===== config.mk =====
export PLATFORM = sky130hd
export DESIGN_NAME = norm_udiv
export DESIGN_NICKNAME = d
export VERILOG_FILES = /design/src/rtl/ndiv_pkg.sv /design/src/rtl/ndiv_lzc.sv /design/src/rtl/ndiv_est.sv /design/src/rtl/ndiv_fix.sv /design/src/rtl/norm_udiv.sv
export SDC_FILE = /design/constraint.sdc
export NUM_CORES = 2
export LEC_CHECK = 0
export BUFFER_PORTS_ARGS = -buffer_cell sky130_fd_sc_hd__buf_2
export CORE_UTILIZATION = 48
export CTS_CLUSTER_SIZE = 16
export DETAILED_ROUTE_END_ITERATION = 12
export PLACE_DENSITY = 0.64
export RECOVER_POWER = 50
export SYNTH_ARGS = -nofsm -noshare
export SYNTH_HDL_FRONTEND = slang
export SYNTH_SLANG_ARGS = --single-unit

===== constraint.sdc =====
create_clock -name clk -period 28.8 [get_ports clk]
set_clock_uncertainty 0.2 [all_clocks]
set_input_delay 2.88 -clock clk [delete_from_list [all_inputs] [get_ports clk]]
set_output_delay 2.88 -clock clk [all_outputs]
set_load 0.01 [all_outputs]

===== src/rtl/ndiv_pkg.sv =====
// Shared definitions for the normalized long divider.
// Assumes nothing beyond the standard types.
package ndiv_pkg;

    // Sequencer states of the divider control.
    typedef enum logic [2:0] {
        ST_IDLE,
        ST_NORM,
        ST_EST1,
        ST_FIX1,
        ST_EST2,
        ST_FIX2
    } ndiv_state_t;

endpackage


===== src/rtl/ndiv_lzc.sv =====
// Leading-zero counter for the divisor.
// Output is the number of zero bits above the highest set bit.
// Assumes the input is nonzero; for zero the output is not meaningful.
module ndiv_lzc #(
    parameter int W  = 32,
    localparam int SW = $clog2(W)
) (
    input  logic [W-1:0]  val,
    output logic [SW-1:0] cnt
);

    // Priority search from the top bit down.
    always_comb begin
        logic found;
        found = 1'b0;
        cnt   = '0;
        for (int i = W - 1; i >= 0; i--) begin
            if (!found && val[i]) begin
                cnt   = SW'(W - 1 - i);
                found = 1'b1;
            end
        end
    end

endmodule


===== src/rtl/ndiv_est.sv =====
// Iterative digit estimator: divides an NW-bit partial remainder by a
// DW-bit divisor digit, one quotient bit per step, over DW+1 steps.
// Assumes the divisor digit has its top bit set, and that the numerator
// divided by it fits in DW+1 bits.
module ndiv_est #(
    parameter int NW = 32,
    parameter int DW = 16
) (
    input  logic          clk,
    input  logic          rst_n,
    input  logic          load,
    input  logic          step,
    input  logic [NW-1:0] num,
    input  logic [DW-1:0] den,
    output logic [DW:0]   q,
    output logic [DW-1:0] rem
);

    logic [DW-1:0] rem_q;
    logic [DW:0]   q_q;
    logic [DW:0]   bits_q;
    logic [DW-1:0] den_q;
    logic [DW:0]   trial;
    logic [DW:0]   diff;
    logic          fits;

    // Trial subtraction for the next quotient bit.
    always_comb begin
        trial = {rem_q, bits_q[DW]};
        fits  = trial >= {1'b0, den_q};
        diff  = trial - {1'b0, den_q};
    end

    // Load the operands, then shift in one numerator bit per step.
    always_ff @(posedge clk) begin
        if (!rst_n) begin
            rem_q  <= '0;
            q_q    <= '0;
            bits_q <= '0;
            den_q  <= '0;
        end else if (load) begin
            rem_q  <= DW'(num[NW-1:DW+1]);
            q_q    <= '0;
            bits_q <= num[DW:0];
            den_q  <= den;
        end else if (step) begin
            rem_q  <= fits ? diff[DW-1:0] : trial[DW-1:0];
            q_q    <= {q_q[DW-1:0], fits};
            bits_q <= bits_q << 1;
        end
    end

    assign q   = q_q;
    assign rem = rem_q;

    // the running remainder stays below the divisor digit after each step.
    a_r10_est_rem_bound: assert property (@(posedge clk) disable iff (!rst_n)
        step |=> (rem_q < den_q));

endmodule


===== src/rtl/ndiv_fix.sv =====
// Digit correction network: lowers an estimated quotient digit until
// estimate * low divisor digit no longer exceeds rhat:next digit.
// Each unrolled stage stops once the estimate is in range or rhat
// reaches the digit base. Assumes a normalized divisor, for which
// two stages always suffice.
module ndiv_fix #(
    parameter int DW = 16,
    localparam int NSTAGE = 2,
    localparam int PW = 2 * DW + 2
) (
    input  logic [DW:0]   qhat,
    input  logic [DW-1:0] rhat,
    input  logic [DW-1:0] vhi,
    input  logic [DW-1:0] vlo,
    input  logic [DW-1:0] nxt,
    output logic [DW:0]   qout
);

    logic [DW:0] qs   [NSTAGE+1];
    logic [DW:0] rs   [NSTAGE+1];
    logic        live [NSTAGE+1];

    assign qs[0]   = qhat;
    assign rs[0]   = {1'b0, rhat};
    assign live[0] = 1'b1;

    for (genvar k = 0; k < NSTAGE; k++) begin : g_stage
        logic [PW-1:0] prod;
        logic [PW-1:0] lim;
        logic          dec;
        logic [DW:0]   rnext;
        // One correction stage: test, decrement, widen rhat.
        always_comb begin
            prod  = PW'(qs[k]) * PW'(vlo);
            lim   = PW'({rs[k], nxt});
            dec   = live[k] && (qs[k][DW] || (prod > lim));
            rnext = rs[k] + {1'b0, vhi};
        end
        assign qs[k+1]   = dec ? qs[k] - 1'b1 : qs[k];
        assign rs[k+1]   = dec ? rnext : rs[k];
        assign live[k+1] = dec && !rnext[DW];
    end

    assign qout = qs[NSTAGE];

endmodule


===== src/rtl/norm_udiv.sv =====
// Normalized 64-by-32 unsigned divider with start/busy/done handshake.
// Normalizes the divisor, then produces two quotient digits, each
// estimated by ndiv_est and corrected by ndiv_fix. A high dividend word
// at or above the divisor (including a zero divisor) returns all ones.
// Assumes start is only meaningful while busy is low.
module norm_udiv
    import ndiv_pkg::*;
#(
    parameter int W = 32,
    localparam int DW = W / 2,
    localparam int SW = $clog2(W),
    localparam int CW = $clog2(DW + 1),
    localparam int XW = W + DW
) (
    input  logic         clk,
    input  logic         rst_n,
    input  logic         start,
    input  logic [W-1:0] dvd_hi,
    input  logic [W-1:0] dvd_lo,
    input  logic [W-1:0] dvsr,
    output logic         busy,
    output logic         done,
    output logic [W-1:0] quot,
    output logic [W-1:0] rem
);

    ndiv_state_t   st;
    logic [W-1:0]  hi_q, lo_q, d_q;
    logic [SW-1:0] sh_q;
    logic [W-1:0]  vn_q, un10_q, un32_q, un21_q;
    logic [DW-1:0] q1_q;
    logic [CW-1:0] cnt_q;

    logic [SW-1:0] lz;
    logic [W-1:0]  vn_c, un32_c, un10_c;
    logic          ovf_c;
    logic [DW:0]   est_q;
    logic [DW-1:0] est_rem;
    logic [DW:0]   fix_q;
    logic [W-1:0]  est_num;
    logic [DW-1:0] est_den;
    logic [DW-1:0] fix_nxt;
    logic          est_load, est_step;
    logic [XW-1:0] wide1, wide2;
    logic [W-1:0]  un21_c, rem_c;

    ndiv_lzc #(.W(W)) u_lzc (
        .val (d_q),
        .cnt (lz)
    );

    // Normalization shifts of divisor and dividend.
    always_comb begin
        ovf_c  = hi_q >= d_q;
        vn_c   = d_q << lz;
        un10_c = lo_q << lz;
        un32_c = (hi_q << lz) | ((lz == '0) ? '0 : (lo_q >> (W - int'(lz))));
    end

    // Operand routing into the shared estimator and correction network.
    always_comb begin
        est_load = ((st == ST_NORM) && !ovf_c) || (st == ST_FIX1);
        est_step = (st == ST_EST1) || (st == ST_EST2);
        est_num  = (st == ST_NORM) ? un32_c : un21_c;
        est_den  = (st == ST_NORM) ? vn_c[W-1:DW] : vn_q[W-1:DW];
        fix_nxt  = (st == ST_FIX1) ? un10_q[W-1:DW] : un10_q[DW-1:0];
    end

    ndiv_est #(.NW(W), .DW(DW)) u_est (
        .clk   (clk),
        .rst_n (rst_n),
        .load  (est_load),
        .step  (est_step),
        .num   (est_num),
        .den   (est_den),
        .q     (est_q),
        .rem   (est_rem)
    );

    ndiv_fix #(.DW(DW)) u_fix (
        .qhat (est_q),
        .rhat (est_rem),
        .vhi  (vn_q[W-1:DW]),
        .vlo  (vn_q[DW-1:0]),
        .nxt  (fix_nxt),
        .qout (fix_q)
    );

    // Multiply-and-subtract for the partial remainder and the final remainder.
    always_comb begin
        wide1  = {un32_q, un10_q[W-1:DW]}
               - ({{W{1'b0}}, fix_q[DW-1:0]} * {{DW{1'b0}}, vn_q});
        wide2  = {un21_q, un10_q[DW-1:0]}
               - ({{W{1'b0}}, fix_q[DW-1:0]} * {{DW{1'b0}}, vn_q});
        un21_c = wide1[W-1:0];
        rem_c  = wide2[W-1:0] >> sh_q;
    end

    // Sequencer: accept, normalize, two estimate/correct rounds, publish.
    always_ff @(posedge clk) begin
        if (!rst_n) begin
            st     <= ST_IDLE;
            busy   <= 1'b0;
            done   <= 1'b0;
            quot   <= '0;
            rem    <= '0;
            hi_q   <= '0;
            lo_q   <= '0;
            d_q    <= '0;
            sh_q   <= '0;
            vn_q   <= '0;
            un10_q <= '0;
            un32_q <= '0;
            un21_q <= '0;
            q1_q   <= '0;
            cnt_q  <= '0;
        end else begin
            done <= 1'b0;
            unique case (st)
                ST_IDLE: begin
                    if (start) begin
                        hi_q <= dvd_hi;
                        lo_q <= dvd_lo;
                        d_q  <= dvsr;
                        busy <= 1'b1;
                        st   <= ST_NORM;
                    end
                end
                ST_NORM: begin
                    if (ovf_c) begin
                        quot <= '1;
                        rem  <= '1;
                        done <= 1'b1;
                        busy <= 1'b0;
                        st   <= ST_IDLE;
                    end else begin
                        sh_q   <= lz;
                        vn_q   <= vn_c;
                        un10_q <= un10_c;
                        un32_q <= un32_c;
                        cnt_q  <= '0;
                        st     <= ST_EST1;
                    end
                end
                ST_EST1: begin
                    cnt_q <= cnt_q + 1'b1;
                    if (cnt_q == CW'(DW)) st <= ST_FIX1;
                end
                ST_FIX1: begin
                    q1_q   <= fix_q[DW-1:0];
                    un21_q <= un21_c;
                    cnt_q  <= '0;
                    st     <= ST_EST2;
                end
                ST_EST2: begin
                    cnt_q <= cnt_q + 1'b1;
                    if (cnt_q == CW'(DW)) st <= ST_FIX2;
                end
                ST_FIX2: begin
                    quot <= {q1_q, fix_q[DW-1:0]};
                    rem  <= rem_c;
                    done <= 1'b1;
                    busy <= 1'b0;
                    st   <= ST_IDLE;
                end
                default: st <= ST_IDLE;
            endcase
        end
    end

    // done is a single-cycle pulse.
    a_r6_done_pulse: assert property (@(posedge clk) disable iff (!rst_n)
        done |=> !done);

    // done and busy are never high together.
    a_r6_done_not_busy: assert property (@(posedge clk) disable iff (!rst_n)
        done |-> !busy);

    // busy only rises in response to a start request.
    a_r7_busy_from_start: assert property (@(posedge clk) disable iff (!rst_n)
        $rose(busy) |-> $past(start));

    // a completed remainder is below the divisor unless overflow was flagged.
    a_r4_rem_bound: assert property (@(posedge clk) disable iff (!rst_n)
        done |-> ((rem < d_q) || ((quot == '1) && (rem == '1))));

    // the normalized divisor always has its top bit set while estimating.
    a_r9_norm_top_bit: assert property (@(posedge clk) disable iff (!rst_n)
        (st == ST_EST1) |-> vn_q[W-1]);

    // after correction every quotient digit fits in one digit.
    a_r10_digit_fits: assert property (@(posedge clk) disable iff (!rst_n)
        ((st == ST_FIX1) || (st == ST_FIX2)) |-> !fix_q[DW]);

endmodule


==> flow_summary.ini <==
[run_status]
status = finished with violations
failing_checks = max-capacitance violations, max-slew violations

[floorplanning]
i_o_pin_count = 165
die_area_um2 = 120800
core_region_area_um2 = 118200
die_y_um = 347.6
num_rows = 126
chipWidth_um = 347.6
initial_core_util_pct = 48.49

[clock_tree]
clock-sinks = 353
cts_buffers = 40
clkTransAtPathRegs_ns = 0.06
cts_hold_repair.buffers = 0
clock_latency_ns = 0.62
clock_tree.root_cell = clkbuf_16
cts_tree = built
htreeDepth = 2
max-clock-path-buffers = 3

[detailed_routing]
drt_iter0_drc = 4116
detailroute.via_count = 50260
post_drt_wl_per_cell_um = 21.68
detail_route.drc_violations = 0
drt-vias-per-instance = 5.791
route.final.wire_length_um = 188100
drtPass1Iterations = 6
ant_nets = 0

[synth]
ys.warnings.count = 0
postSynthCellCount = 7207
synth_largest_type_area_fraction_pct = 25.28
proportion_of_register_bits_with_asynchronous_set_or_reset_after_synthesis_pct = 0
post-synth-top-count-cell = nand2_1
ys_seq_elements = 353
synthesis.area_um2 = 57340
post_synth_num_cell_types = 96
synth_common_cells = 1213 x nand2_1, 959 x inv_1, 724 x fa_1
ys.flop_type = dfxtp_1
postSynthNetCount = 8490
top_cell_type_by_total_area_after_synthesis = fa_1
yosys-top-cells-area = fa_1 25%, dfxtp_1 12%, ha_1 10%
post_synth_edffs = 0
synth.yosys.seq_area_share_pct = 12.32
syn_area_per_cell_um2 = 7.956

[setup_path]
start_kind = flip-flop
worst_path_max_delay_cell = fa_1
crit_top_cell = fa_1
critical_path_arrival_ns = 27.69
critical_path.reg2reg.endpoint = rem[16]
critical_path.endpoint_type = flip-flop
critPathKind = flip-flop to flip-flop
critPathMaxStageDelay_ns = 0.58
critical_path.reg2reg.startpoint = vn_q[7]
rr_worst_depth = 109
timing.critical_path.fanout_max = 18
required_ns = 29.15
ff2ff_setup_slack_ns = 1.46

[timing]
fmax_mhz = 36.57
final.period_utilization_pct = 94.94
number_of_max_slew_violations_in_the_final_report = 380
post-route-min-period_ns = 27.34
finalHoldWorstSlack_ns = 0.2519
timing_hold_violations_final = 0
post-route-worst-setup-slack_ns = 1.458
worst_slew_pin_slew_ns = 4.149
finalSetupViolations = 0
worst_slew_margin_rel_pct = -178.1

[power_and_ir_drop]
leakagePower_nw = 28.24
vdd_drop_max_mv = 0.08815
power.density_cell_area_nw_per_um2 = 47.14

[finish]
multiInputGateArea_um2 = 45390
final_util_pct = 51.85
ff_latch_area_um2 = 7108
synthToLayoutAreaGrowth_pct = 6.920
antenna_cells_inserted = 0
design.final.nets = 8395
final.fill_count = 11590
fraction_of_final_layout_cells_sized_beyond_drive_strength_1_pct = 6.538

[global_route]
grt_max_degree = 108
antenna_violations_before_repair = 1
grt.total_usage_pct = 31.04
number_of_global_route_vias_before_repair = 50220
wire_length_of_the_first_global_routing_pass_um = 293900
grt-ovfl-total = 0

[place]
io_buffers = 164
gp_congestion = 0.9773
place_ws_ns = 0.1211
detailedPlacementHpwl_um = 146300

[hold_path]
hold_path_end = q1_q[14]
worst_hold_path_type = flip-flop to flip-flop
holdCritStartpoint = q1_q[14]
worstHoldPathCells = 2

[job]
maxCapViolCount = 5
-- registers in the layout (all words and copies together), names as in the netlist --
signal	cells
un10_q	32
vn_q	32
sh_q	5
lo_q	32
un21_q	16
hi_q	32
u_est.q	17
st	3
quot	32
u_est.den_q	16
u_est.rem	16
done	1
busy	1
rem	32
u_est.bits_q	17
un32_q	16
q1_q	16
cnt_q	5
d_q	32
-- area by class of cell --
| type | instances | share of cell area (%) |
|---|---|---|
| multi-input cells | 5444 | 74.04 |
| flip-flops and latches | 353 | 11.59 |
| inverters | 962 | 5.892 |
| well taps | 1536 | 3.135 |
| repair buffers | 311 | 3.017 |
| clock buffers | 55 | 1.890 |
| clock inverters | 18 | 0.4286 |
-- power by group --
part | switching, W | leakage (nW) | internal [W]
Sequential | 0.0000841 | 2.89 | 0.000539
Clock | 0.000238 | 0.695 | 0.000329
Combinational | 0.00109 | 24.7 | 0.000608
-- cell families (layout without fill, tap and decap cells) --
logic type,Yosys count,in the layout,synth area share [%]
AND/OR/NAND/NOR,2475,2475,19.57
buffers and inverters,1410,1346,9.248
adder cells (fa/ha/maj),1192,1192,35.46
flip-flops,353,353,12.32
XOR/XNOR,216,216,3.463
multiplexers,383,383,6.968
AO/OA/AOI/OAI,1178,1178,12.97
-- worst max-delay path, delay by kind of cell, from the launching register on --
kind,cells,cell delay [ns]
buf+inv,13,1.36
simple gates,23,3.85
fa+ha+maj,24,10.87
mux,3,0.97
xor+xnor,5,1.16
flops,1,0.50
compound gates,41,8.27
-- per-stage QoR --
step | total power (W) | instance area (µm²) | cells | TNS, ns
after global placement | 0.002263 | 59650 | 8594 | 0
after floorplan | 0.001769 | 57340 | 7207 | 0
after detailed placement | 0.002273 | 59650 | 8594 | 0
final | 0.002890 | 61310 | 8679 | 0
after global routing | 0.003042 | 61310 | 8679 | -0.2980
after CTS | 0.002846 | 61090 | 8667 | 0
-- worst max path at each step --
stage | from | endpoint | slack, ns
2_1_floorplan | u_est.q[6] | rem[23] | 2.05
3_3_place_gp | vn_q[1] | rem[18] | 0.74
3_5_place_dp | vn_q[5] | rem[16] | 0.12
4_1_cts | vn_q[5] | rem[16] | 0.17
5_1_grt | vn_q[1] | rem[16] | -0.13
6_report | vn_q[7] | rem[16] | 1.46
-- per-layer routing --
metal  track usage, %  share of wire (%)  up-vias
met3            4.296                7.4      355
met1            42.54                 43    24760
met4            11.63                4.3        2
met5                0             0.0069        -
met2            49.68                 45     1941
li1                 -                  -    23210
-- repair_timing --
action                     CTS  global route
pin swaps                    0            14
setup endpoints to repair    2            42
resized for setup            2            64
setup buffers                0            12
-- cell usage in the layout (no fill, tap or decap), types with 25 or more instances in the layout --
cell       instances
a21oi_1          415
a21o_1            58
mux2i_1          345
nand3_1           79
dfxtp_1          336
and2_1           379
fa_1             724
nor2_1           409
nand2_1         1213
ha_1             460
mux2_2            25
inv_1            959
buf_2             97
nor2b_1           44
nand2b_1          46
clkbuf_1          77
nor3_1           135
a311oi_1          31
clkbuf_16         41
and3_1            36
o21a_1            39
a211oi_1         126
xor2_1            57
buf_4            140
a31oi_1           28
o211ai_1          25
xnor2_1          129
o21ai_0          219
(Power assumes the default switching activity.)
